==> src/rtl/dram_ref_pkg.sv <==
package dram_ref_pkg;

   typedef enum logic [1:0] {
      PH_IDLE    = 2'd0,
      PH_LEAD    = 2'd1,
      PH_STROBE  = 2'd2,
      PH_RECOVER = 2'd3
   } ref_phase_e;

   function automatic int imax(input int a, input int b);
      return (a > b) ? a : b;
   endfunction

endpackage

==> src/rtl/dref_interval_timer.sv <==
module dref_interval_timer #(
   parameter int REFI = 40
) (
   input  logic clk,
   input  logic rst_n,
   input  logic done_i,
   output logic pending_o,
   output logic overflow_o
);
   localparam int TW = (REFI > 1) ? $clog2(REFI) : 1;

   logic [TW-1:0] tmr_q;
   logic          tick;

   generate
      if (REFI < 2) begin : g_bad_refi
         $error("REFI must be at least 2");
      end
   endgenerate

   assign tick = (tmr_q == TW'(REFI - 1));

   always_ff @(posedge clk) begin
      if (!rst_n) begin
         tmr_q      <= '0;
         pending_o  <= 1'b0;
         overflow_o <= 1'b0;
      end else begin
         tmr_q <= tick ? '0 : tmr_q + 1'b1;
         if (tick)
            pending_o <= 1'b1;
         else if (done_i)
            pending_o <= 1'b0;
         if (tick && pending_o && !done_i)
            overflow_o <= 1'b1;
      end
   end

   // overflow never clears once set
   a_r3_sticky_overflow: assert property (@(posedge clk) disable iff (!rst_n)
      $past(overflow_o) |-> overflow_o);

   // a pending request survives until a cycle completes
   a_r2_pending_held: assert property (@(posedge clk) disable iff (!rst_n)
      (pending_o && !done_i) |=> pending_o);

endmodule

==> src/rtl/dref_row_counter.sv <==
module dref_row_counter #(
   parameter int NUM_ROWS = 8,
   parameter int ROW_W    = 3
) (
   input  logic             clk,
   input  logic             rst_n,
   input  logic             adv_i,
   output logic [ROW_W-1:0] row_o
);
   localparam bit POW2 = ((NUM_ROWS & (NUM_ROWS - 1)) == 0) && ((1 << ROW_W) == NUM_ROWS);

   generate
      if (NUM_ROWS < 2) begin : g_bad_rows
         $error("NUM_ROWS must be at least 2");
      end
      if (POW2) begin : g_natural_wrap
         always_ff @(posedge clk) begin
            if (!rst_n)     row_o <= '0;
            else if (adv_i) row_o <= row_o + 1'b1;
         end
      end else begin : g_compare_wrap
         always_ff @(posedge clk) begin
            if (!rst_n)     row_o <= '0;
            else if (adv_i) row_o <= (row_o == ROW_W'(NUM_ROWS - 1)) ? '0 : row_o + 1'b1;
         end
      end
   endgenerate

   // the row only ever steps forward by one or wraps to zero
   a_r9_row_step: assert property (@(posedge clk) disable iff (!rst_n)
      !$stable(row_o) |-> (row_o == '0 || row_o == $past(row_o) + 1'b1));

endmodule

==> src/rtl/dref_strobe_fsm.sv <==
module dref_strobe_fsm
   import dram_ref_pkg::*;
#(
   parameter int ROW_W = 3,
   parameter int T_ASR = 2,
   parameter int T_CSR = 2,
   parameter int T_RAS = 4,
   parameter int T_RP  = 3,
   parameter int T_CP  = 2
) (
   input  logic             clk,
   input  logic             rst_n,
   input  logic             pending_i,
   input  logic             gnt_i,
   input  logic             cbr_mode_i,
   input  logic [ROW_W-1:0] row_i,
   output logic             busy_o,
   output logic             done_o,
   output logic             row_adv_o,
   output logic             drive_o,
   output logic             ras_n_o,
   output logic             cas_n_o,
   output logic [ROW_W-1:0] addr_o
);
   localparam int PRE_LEN = imax(T_RP, T_CP);
   localparam int MAX_LEN = imax(imax(T_ASR, T_CSR), imax(T_RAS, PRE_LEN));
   localparam int CW      = $clog2(MAX_LEN + 1);

   generate
      if (T_ASR < 1 || T_CSR < 1 || T_RAS < 1 || T_RP < 1 || T_CP < 1) begin : g_bad_timing
         $error("all strobe timings must be at least one cycle");
      end
   endgenerate

   ref_phase_e    ph_q;
   logic [CW-1:0] left_q;
   logic          cbr_q;
   logic          own;
   logic          last;

   assign last = (left_q == '0);

   always_ff @(posedge clk) begin
      if (!rst_n) begin
         ph_q   <= PH_IDLE;
         left_q <= '0;
         cbr_q  <= 1'b0;
      end else begin
         unique case (ph_q)
            PH_IDLE: if (pending_i && gnt_i) begin
               ph_q   <= PH_LEAD;
               cbr_q  <= cbr_mode_i;
               left_q <= cbr_mode_i ? CW'(T_CSR - 1) : CW'(T_ASR - 1);
            end
            PH_LEAD: if (last) begin
               ph_q   <= PH_STROBE;
               left_q <= CW'(T_RAS - 1);
            end else left_q <= left_q - 1'b1;
            PH_STROBE: if (last) begin
               ph_q   <= PH_RECOVER;
               left_q <= CW'(PRE_LEN - 1);
            end else left_q <= left_q - 1'b1;
            PH_RECOVER: if (last) ph_q <= PH_IDLE;
                        else left_q <= left_q - 1'b1;
            default: ph_q <= PH_IDLE;
         endcase
      end
   end

   assign busy_o    = (ph_q != PH_IDLE);
   assign done_o    = (ph_q == PH_RECOVER) && last;
   assign row_adv_o = done_o && !cbr_q;
   assign own       = busy_o && gnt_i;
   assign drive_o   = own;
   assign ras_n_o   = !(own && ph_q == PH_STROBE);
   assign cas_n_o   = !(own && cbr_q && (ph_q == PH_LEAD || ph_q == PH_STROBE));
   assign addr_o    = (own && !cbr_q) ? row_i : '0;

   // run length of the current low period of ras_n, for the R7 bound
   logic [CW-1:0] low_run_q;
   always_ff @(posedge clk) begin
      if (!rst_n)        low_run_q <= '0;
      else if (!ras_n_o) low_run_q <= low_run_q + 1'b1;
      else               low_run_q <= '0;
   end

   // ras_n never stays low longer than T_RAS
   a_r7_ras_bound: assert property (@(posedge clk) disable iff (!rst_n)
      !ras_n_o |-> (int'(low_run_q) < T_RAS));

   // in column-first cycles cas_n is already low the cycle before ras_n falls
   a_r6_cas_first: assert property (@(posedge clk) disable iff (!rst_n)
      ($fell(ras_n_o) && cbr_q) |-> ($past(!cas_n_o) && !cas_n_o));

   // in row-address cycles the address is set up before ras_n falls and cas_n is idle
   a_r5_addr_setup: assert property (@(posedge clk) disable iff (!rst_n)
      ($fell(ras_n_o) && !cbr_q) |-> ($stable(addr_o) && cas_n_o));

   // when ras_n rises the cycle is still in progress for recovery
   a_r8_recover: assert property (@(posedge clk) disable iff (!rst_n)
      $rose(ras_n_o) |-> (busy_o && cas_n_o));

endmodule

==> src/rtl/dram_refresh_seq.sv <==
module dram_refresh_seq #(
   parameter int NUM_ROWS = 8,
   parameter int REFI     = 40,
   parameter int T_ASR    = 2,
   parameter int T_CSR    = 2,
   parameter int T_RAS    = 4,
   parameter int T_RP     = 3,
   parameter int T_CP     = 2,
   localparam int ROW_W   = (NUM_ROWS > 1) ? $clog2(NUM_ROWS) : 1
) (
   input  logic             clk,
   input  logic             rst_n,
   input  logic             cbr_mode,
   input  logic             ref_gnt,
   output logic             ref_req,
   output logic             bus_drive,
   output logic             ras_n,
   output logic             cas_n,
   output logic [ROW_W-1:0] addr,
   output logic             overflow
);
   logic             pending;
   logic             busy;
   logic             done;
   logic             row_adv;
   logic [ROW_W-1:0] row;

   dref_interval_timer #(.REFI(REFI)) u_timer (
      .clk       (clk),
      .rst_n     (rst_n),
      .done_i    (done),
      .pending_o (pending),
      .overflow_o(overflow)
   );

   dref_row_counter #(.NUM_ROWS(NUM_ROWS), .ROW_W(ROW_W)) u_rows (
      .clk  (clk),
      .rst_n(rst_n),
      .adv_i(row_adv),
      .row_o(row)
   );

   dref_strobe_fsm #(
      .ROW_W(ROW_W), .T_ASR(T_ASR), .T_CSR(T_CSR),
      .T_RAS(T_RAS), .T_RP(T_RP), .T_CP(T_CP)
   ) u_fsm (
      .clk       (clk),
      .rst_n     (rst_n),
      .pending_i (pending),
      .gnt_i     (ref_gnt),
      .cbr_mode_i(cbr_mode),
      .row_i     (row),
      .busy_o    (busy),
      .done_o    (done),
      .row_adv_o (row_adv),
      .drive_o   (bus_drive),
      .ras_n_o   (ras_n),
      .cas_n_o   (cas_n),
      .addr_o    (addr)
   );

   assign ref_req = pending || busy;

   // with no grant the strobes and address are quiet
   a_r4_no_grant_quiet: assert property (@(posedge clk) disable iff (!rst_n)
      !ref_gnt |-> (ras_n && cas_n && addr == '0 && !bus_drive));

   // a refused request is not withdrawn
   a_r2_req_kept: assert property (@(posedge clk) disable iff (!rst_n)
      (ref_req && !ref_gnt) |=> ref_req);

endmodule

==> config.mk <==
export PLATFORM = sky130hd
export DESIGN_NAME = dram_refresh_seq
export DESIGN_NICKNAME = d
export VERILOG_FILES = /design/src/rtl/dram_ref_pkg.sv /design/src/rtl/dref_interval_timer.sv /design/src/rtl/dref_row_counter.sv /design/src/rtl/dref_strobe_fsm.sv /design/src/rtl/dram_refresh_seq.sv
export SDC_FILE = /design/constraint.sdc
export NUM_CORES = 1
export LEC_CHECK = 0
export CAP_MARGIN = 20
export CORE_AREA = 8 8 47 64
export CTS_BUF_LIST = sky130_fd_sc_hd__clkbuf_16
export CTS_CLUSTER_DIAMETER = 80
export DETAILED_ROUTE_END_ITERATION = 7
export DIE_AREA = 0 0 55 72
export REMOVE_ABC_BUFFERS = 1
export SYNTH_ARGS = -nofsm -noshare
export SYNTH_HDL_FRONTEND = slang
export SYNTH_SLANG_ARGS = --single-unit
==> constraint.sdc <==
create_clock -name clk -period 3.1 [get_ports clk]
set_input_delay 0.62 -clock clk [delete_from_list [all_inputs] [get_ports clk]]
set_output_delay 0.62 -clock clk [all_outputs]
set_load 0.005 [all_outputs]
# Word level (Yosys, flattened, before mapping)
# Cells that the tools add are included.
# word_totals
output_inout_bits	8
regBits	17
elab_cells	57
# op_classes
n_bitwise	1
n_mux	13
reduce_logical	24
eq_ne	9
n_addsub	3
# ops
op	n
2-to-1 mux 3 bit	5
one-hot mux 3 bit (4 select lines)	1
logical AND 1 bit	10
2-to-1 mux 2 bit	4
inequality test 2 x 1 -> 1 bit (second input constant)	4
one-hot mux 2 bit (4 select lines)	1
adder 6 x 1 -> 6 bit (second input constant)	1
== test 6 bit (second input constant)	1
== test 2 bit (second input constant)	2
zero test 1 bit	4
AND reduction 2 bit	2
AND reduction 4 bit	1
nonzero test 2 bit	2
adder 3 x 1 -> 3 bit (second input constant)	1
zero test 3 bit	1
subtractor 3 x 1 -> 3 bit (second input constant)	1
== test 2 x 1 -> 1 bit (second input constant)	1
zero test 2 bit	1
logical OR 1 bit	2
2-to-1 mux 1 bit	2
inequality test 2 bit (second input constant)	1
OR reduction 2 bit	1
NOT 1 bit	1

# Depth between registers and ports, before layout
# depth
ltp_word	5
ltp_mapped	6

# Hierarchy
# Synthesis repeated with hierarchy kept, for this count alone.
# unflattened
cells_unflattened	100
hier_area_um2	935.9
# modules_own_cells
mod	seq_area_each_um2	area_each_um2	instances	cells_each
dref_strobe_fsm	120.1	490.5	1	56
dref_interval_timer	160.2	311.5	1	31
dref_row_counter	60.1	127.6	1	12
dram_refresh_seq	0.0	6.3	1	1

# Worst setup path before layout
# Ideal clock, no wire load.
# synth_path
kind	register -> output
startpoint	reg u_fsm.ph_q[0]
endpoint	out addr[0]
t_required_ns	2.480
arrival_time_ns	1.299
slack_ns	1.181
path_stages_with_launch	7
path_buffers	1
path_cell_list	dfxtp_1 -> inv_1 -> ha_1 -> buf_2 -> nor2b_1 -> nor2b_1 -> and2_1
# synth_between
elab_chain_cells	4
# synth_lines
item	line_no	text
start, declared	dref_strobe_fsm.sv:35	ref_phase_e ph_q;
start signal, assigned	dref_strobe_fsm.sv:45	ph_q <= PH_IDLE;
start signal, assigned	dref_strobe_fsm.sv:51	ph_q <= PH_LEAD;
start signal, assigned	dref_strobe_fsm.sv:56	ph_q <= PH_STROBE;
nonzero test 2 bit	dref_strobe_fsm.sv:70	assign busy_o = (ph_q != PH_IDLE);
logical AND 1 bit	dref_strobe_fsm.sv:73	assign own = busy_o && gnt_i;
net bus_drive	dram_refresh_seq.sv:16	output logic bus_drive,
logical AND 1 bit	dref_strobe_fsm.sv:77	assign addr_o = (own && !cbr_q) ? row_i : '0;
2-to-1 mux 3 bit	dref_strobe_fsm.sv:77	
end, declared	dram_refresh_seq.sv:19	output logic [ROW_W-1:0] addr,
# The timed path passes the listed nets, and every way through them passes these cells.

# Worst setup path in the final report
# layout_path
startpoint	in ref_gnt
endpoint	out addr[0]
# layout_between
elab_chain_cells	3
# layout_lines
item	line_no	text
start, declared	dram_refresh_seq.sv:14	input logic ref_gnt,
logical AND 1 bit	dref_strobe_fsm.sv:73	
logical AND 1 bit	dref_strobe_fsm.sv:77	
2-to-1 mux 3 bit	dref_strobe_fsm.sv:77	
# No other way between the ends.

==> metrics.md <==
| Metric | Value |
|---|---|
| Status | `finished clean` |
| Hold Path Depth | `1` |
| Vias in the first global route | `744` |
| Cells resized by post-CTS repair | `0` |
| Reg2Reg Setup Slack | `1.43 ns` |
| Number of H-tree levels | `1` |
| Max Freq | `354 MHz` |
| Detailed placement HPWL | `1270 µm` |
| DIE AREA | `0.00396 mm²` |
| Fill cells | `231` |
| Fin cells | `130` |
| Post-CTS Setup Bufs | `0` |
| FP Rows | `20` |
| Hold EP | `u_timer.tmr_q[0]$_SDFF_PP0_` |
| LEAKAGE | `0.465 nW` |
| CP max FO | `4` |
| IO buf count | `11` |
| Die width | `55 µm` |
| Total gr overflow | `0` |
| Measured slew at the worst slew-check pin | `0.516 ns` |
| Fin Setup TNS | `0 ns` |
| CTS sink cnt | `17` |
| Clk pin slew, worst setup/hold paths | `0.05 ns` |
| Most used DFF post-synth | `dfxtp_1` |
| RR Endpoint | `u_fsm.ph_q[1]$_SDFFE_PN0P_` |
| Placer Congestion | `0.744` |
| Pre-antenna DRT Iters | `4` |
| Period minus WS final | `2.83 ns` |
| Final Hold Viols | `0` |
| Max-Cap Viols | `0` |
| RSZ-0062 raised after global routing | `false` |
| Syn_area_per_cell | `9.31 µm²` |
| Total wire length | `1670 µm` |
| Worst VDD drop | `0.000324 V` |
| Post-synth EDFFs | `0` |
| CTS Buffer Depth | `2` |
| Synth area leader | `dfxtp_1` |
| Via count | `693` |
| Post-synth top area share | `38.5%` |
| Vias per inst | `5.33` |
| Critical Path AT | `2.21 ns` |
| Power Dens Cells | `567 mW/mm²` |
| Root buf cell | `clkbuf_16` |
| Post-synthesis register bit count | `17` |
| Routed wl met3 | `80 µm` |
| Area contributors post-synth | `dfxtp_1 (38%), ha_1 (11%), and2_1 (6.4%)` |
| Layout Nets | `121` |
| Num ports | `12` |
| WL met2 | `851 µm` |
| ANT cells | `0` |
| Post-synth ARST share | `0%` |
| First-pass GRT wire length | `3050 µm` |
| DIE HEIGHT | `72 µm` |
| Pwr Total | `0.000620 W` |
| Slew Viols, Final | `0` |
| Antenna violations before repair | `0` |
| Post-route ant nets | `0` |
| Dpl cells | `126` |
| Sequential share of the synthesized area | `38.5%` |
| Met1 Wirelength | `693 µm` |
| Area delta synth->final | `23.6%` |
| Rel. slew slack | `65.5%` |
| Final Cycle Share | `91.2%` |
| Largest net degree at the start of global routing | `18` |
| Most instantiated cells after synthesis | `dfxtp_1 (17), and2_1 (9), ha_1 (8), nand2_1 (6), nor2_1 (6)` |
| Highest metal used | `met4` |
| Worst Skew | `0.00204 ns` |
| Reg2reg path depth | `6` |
| Hold buffers post-CTS | `0` |
| Kind of critical path | `in -> out` |
| Post-route DRC | `0` |
| Worst setup SP type | `input port` |
| Initial Utilization | `42.1%` |
| Required @ worst endpoint | `2.48 ns` |
| Setup crit end kind | `output port` |
| Share of cells above drive strength 1 | `5.56%` |
| Inserted Clock Buffers | `3` |
| Most frequent cell after synthesis | `dfxtp_1` |
| DR WL/cell | `12.8 µm` |
| Clk_lat worst skew | `0.25 ns` |
| GR Util All Layers | `10.1%` |
| Setup violations, final | `0` |
| CTS tree | `done` |
| R2r startpoint | `u_fsm.ph_q[0]$_SDFFE_PN0P_` |
| Core box area | `0.00210 mm²` |
| Synth warnings | `0` |
| Hold/Removal Path Class | `reg -> reg` |
| Mapped Area | `885 µm²` |
| Min-delay src | `u_timer.tmr_q[0]$_SDFF_PP0_` |
| Violation count after the first detailed-route iteration | `8` |
| Syn Inst Count | `95` |
| Post-synth cell types | `31` |
[metrics by stage]
| step | hold slack (ns) | area, µm² | utilization [%] | worst slack [ns] |
|---|---|---|---|---|
| 3_5_place_dp | 0.439 | 1010 | 48.2 | 0.269 |
| 3_3_place_gp | 0.425 | 1010 | 48.2 | 0.261 |
| 6_report | 0.436 | 1090 | 52.0 | 0.273 |
| 2_1_floorplan | 0.412 | 876 | - | 1.21 |
| 4_1_cts | 0.446 | 1090 | 52.0 | 0.249 |
| 5_1_grt | 0.470 | 1090 | 52.0 | 0.0838 |
[cells by family (layout without fill, tap and decap cells)]
family	after synthesis	in the layout	share of synthesized area (%)
buffers and inverters	7	20	3.11
adder cells (fa/ha/maj)	8	8	11.3
XOR/XNOR	6	6	5.94
flip-flops	17	17	38.5
AND/OR/NAND/NOR	40	40	26.0
AO/OA/AOI/OAI	14	14	11.7
multiplexers	3	3	3.39
[cell usage in the layout, fill, tap and decap left out, drive strengths merged]
| master | synthesis | routed |
|---|---|---|
| xor2 | 3 | 3 |
| o31ai | 1 | 1 |
| and3 | 2 | 2 |
| o21bai | 1 | 1 |
| a2111o | 1 | 1 |
| o21ai | 1 | 1 |
| clkdlybuf4s50 | 0 | 11 |
| clkbuf | 1 | 3 |
| nand3 | 4 | 4 |
| o31a | 1 | 1 |
| a32o | 1 | 1 |
| nand4 | 1 | 1 |
| and3b | 1 | 1 |
| o211a | 1 | 1 |
| and2b | 1 | 1 |
| a21boi | 1 | 1 |
| nand2b | 3 | 3 |
| xnor2 | 3 | 3 |
| a21oi | 4 | 4 |
| nor2b | 4 | 4 |
| dfxtp | 17 | 17 |
| inv | 5 | 5 |
| clkinv | 0 | 1 |
| nor2 | 6 | 6 |
| nor3 | 1 | 1 |
| o221ai | 1 | 1 |
| mux2i | 3 | 3 |
| nand2 | 6 | 6 |
| and2 | 9 | 9 |
| o21a | 1 | 1 |
| and4bb | 2 | 2 |
| ha | 8 | 8 |
[layout make-up]
type	count	area, µm²	area share, %
multi-input combinational	71	517	47.3
sequential	17	340	31.1
timing repair buffer	11	110	10.1
clock buffer	3	75.1	6.86
tap	22	27.5	2.52
inverter	5	18.8	1.72
clock inverter	1	5.00	0.458
[state kept, by name, indices dropped and copies added, names as in the netlist]
register            flops
u_fsm.ph_q              2
u_fsm.cbr_q             1
u_rows.row_o            3
u_timer.overflow_o      1
u_fsm.left_q            3
u_timer.pending_o       1
u_timer.tmr_q           6
[where the power goes]
part	switching (W)	internal (W)
Sequential	0.00000912	0.000231
Clock	0.0000846	0.000173
Combinational	0.0000657	0.0000568
Total	0.000159	0.000460
[how the worst max path moves through the flow]
stage,startpoint,endpoint,slack (ns),cells after the start
2_1_floorplan,u_fsm.ph_q[0]$_SDFFE_PN0P_,addr[0],1.21,5
3_3_place_gp,ref_gnt,addr[1],0.26,5
3_5_place_dp,ref_gnt,addr[0],0.27,5
4_1_cts,ref_gnt,addr[0],0.25,5
5_1_grt,ref_gnt,addr[0],0.08,5
6_report,ref_gnt,addr[0],0.27,5
[worst max-delay path: stages]
cell	delay (ns)
clkdlybuf4s50_1	0.49
nor2b_1	0.25
nor2b_1	0.21
and2_1	0.14
clkdlybuf4s50_1	0.49
[layer usage]
layer	up-vias	track usage [%]
met5	-	0
met4	0	4.83
met3	5	3.07
met2	13	17.8
met1	324	10.0
li1	351	-
Power figures use the tool's default switching activity.
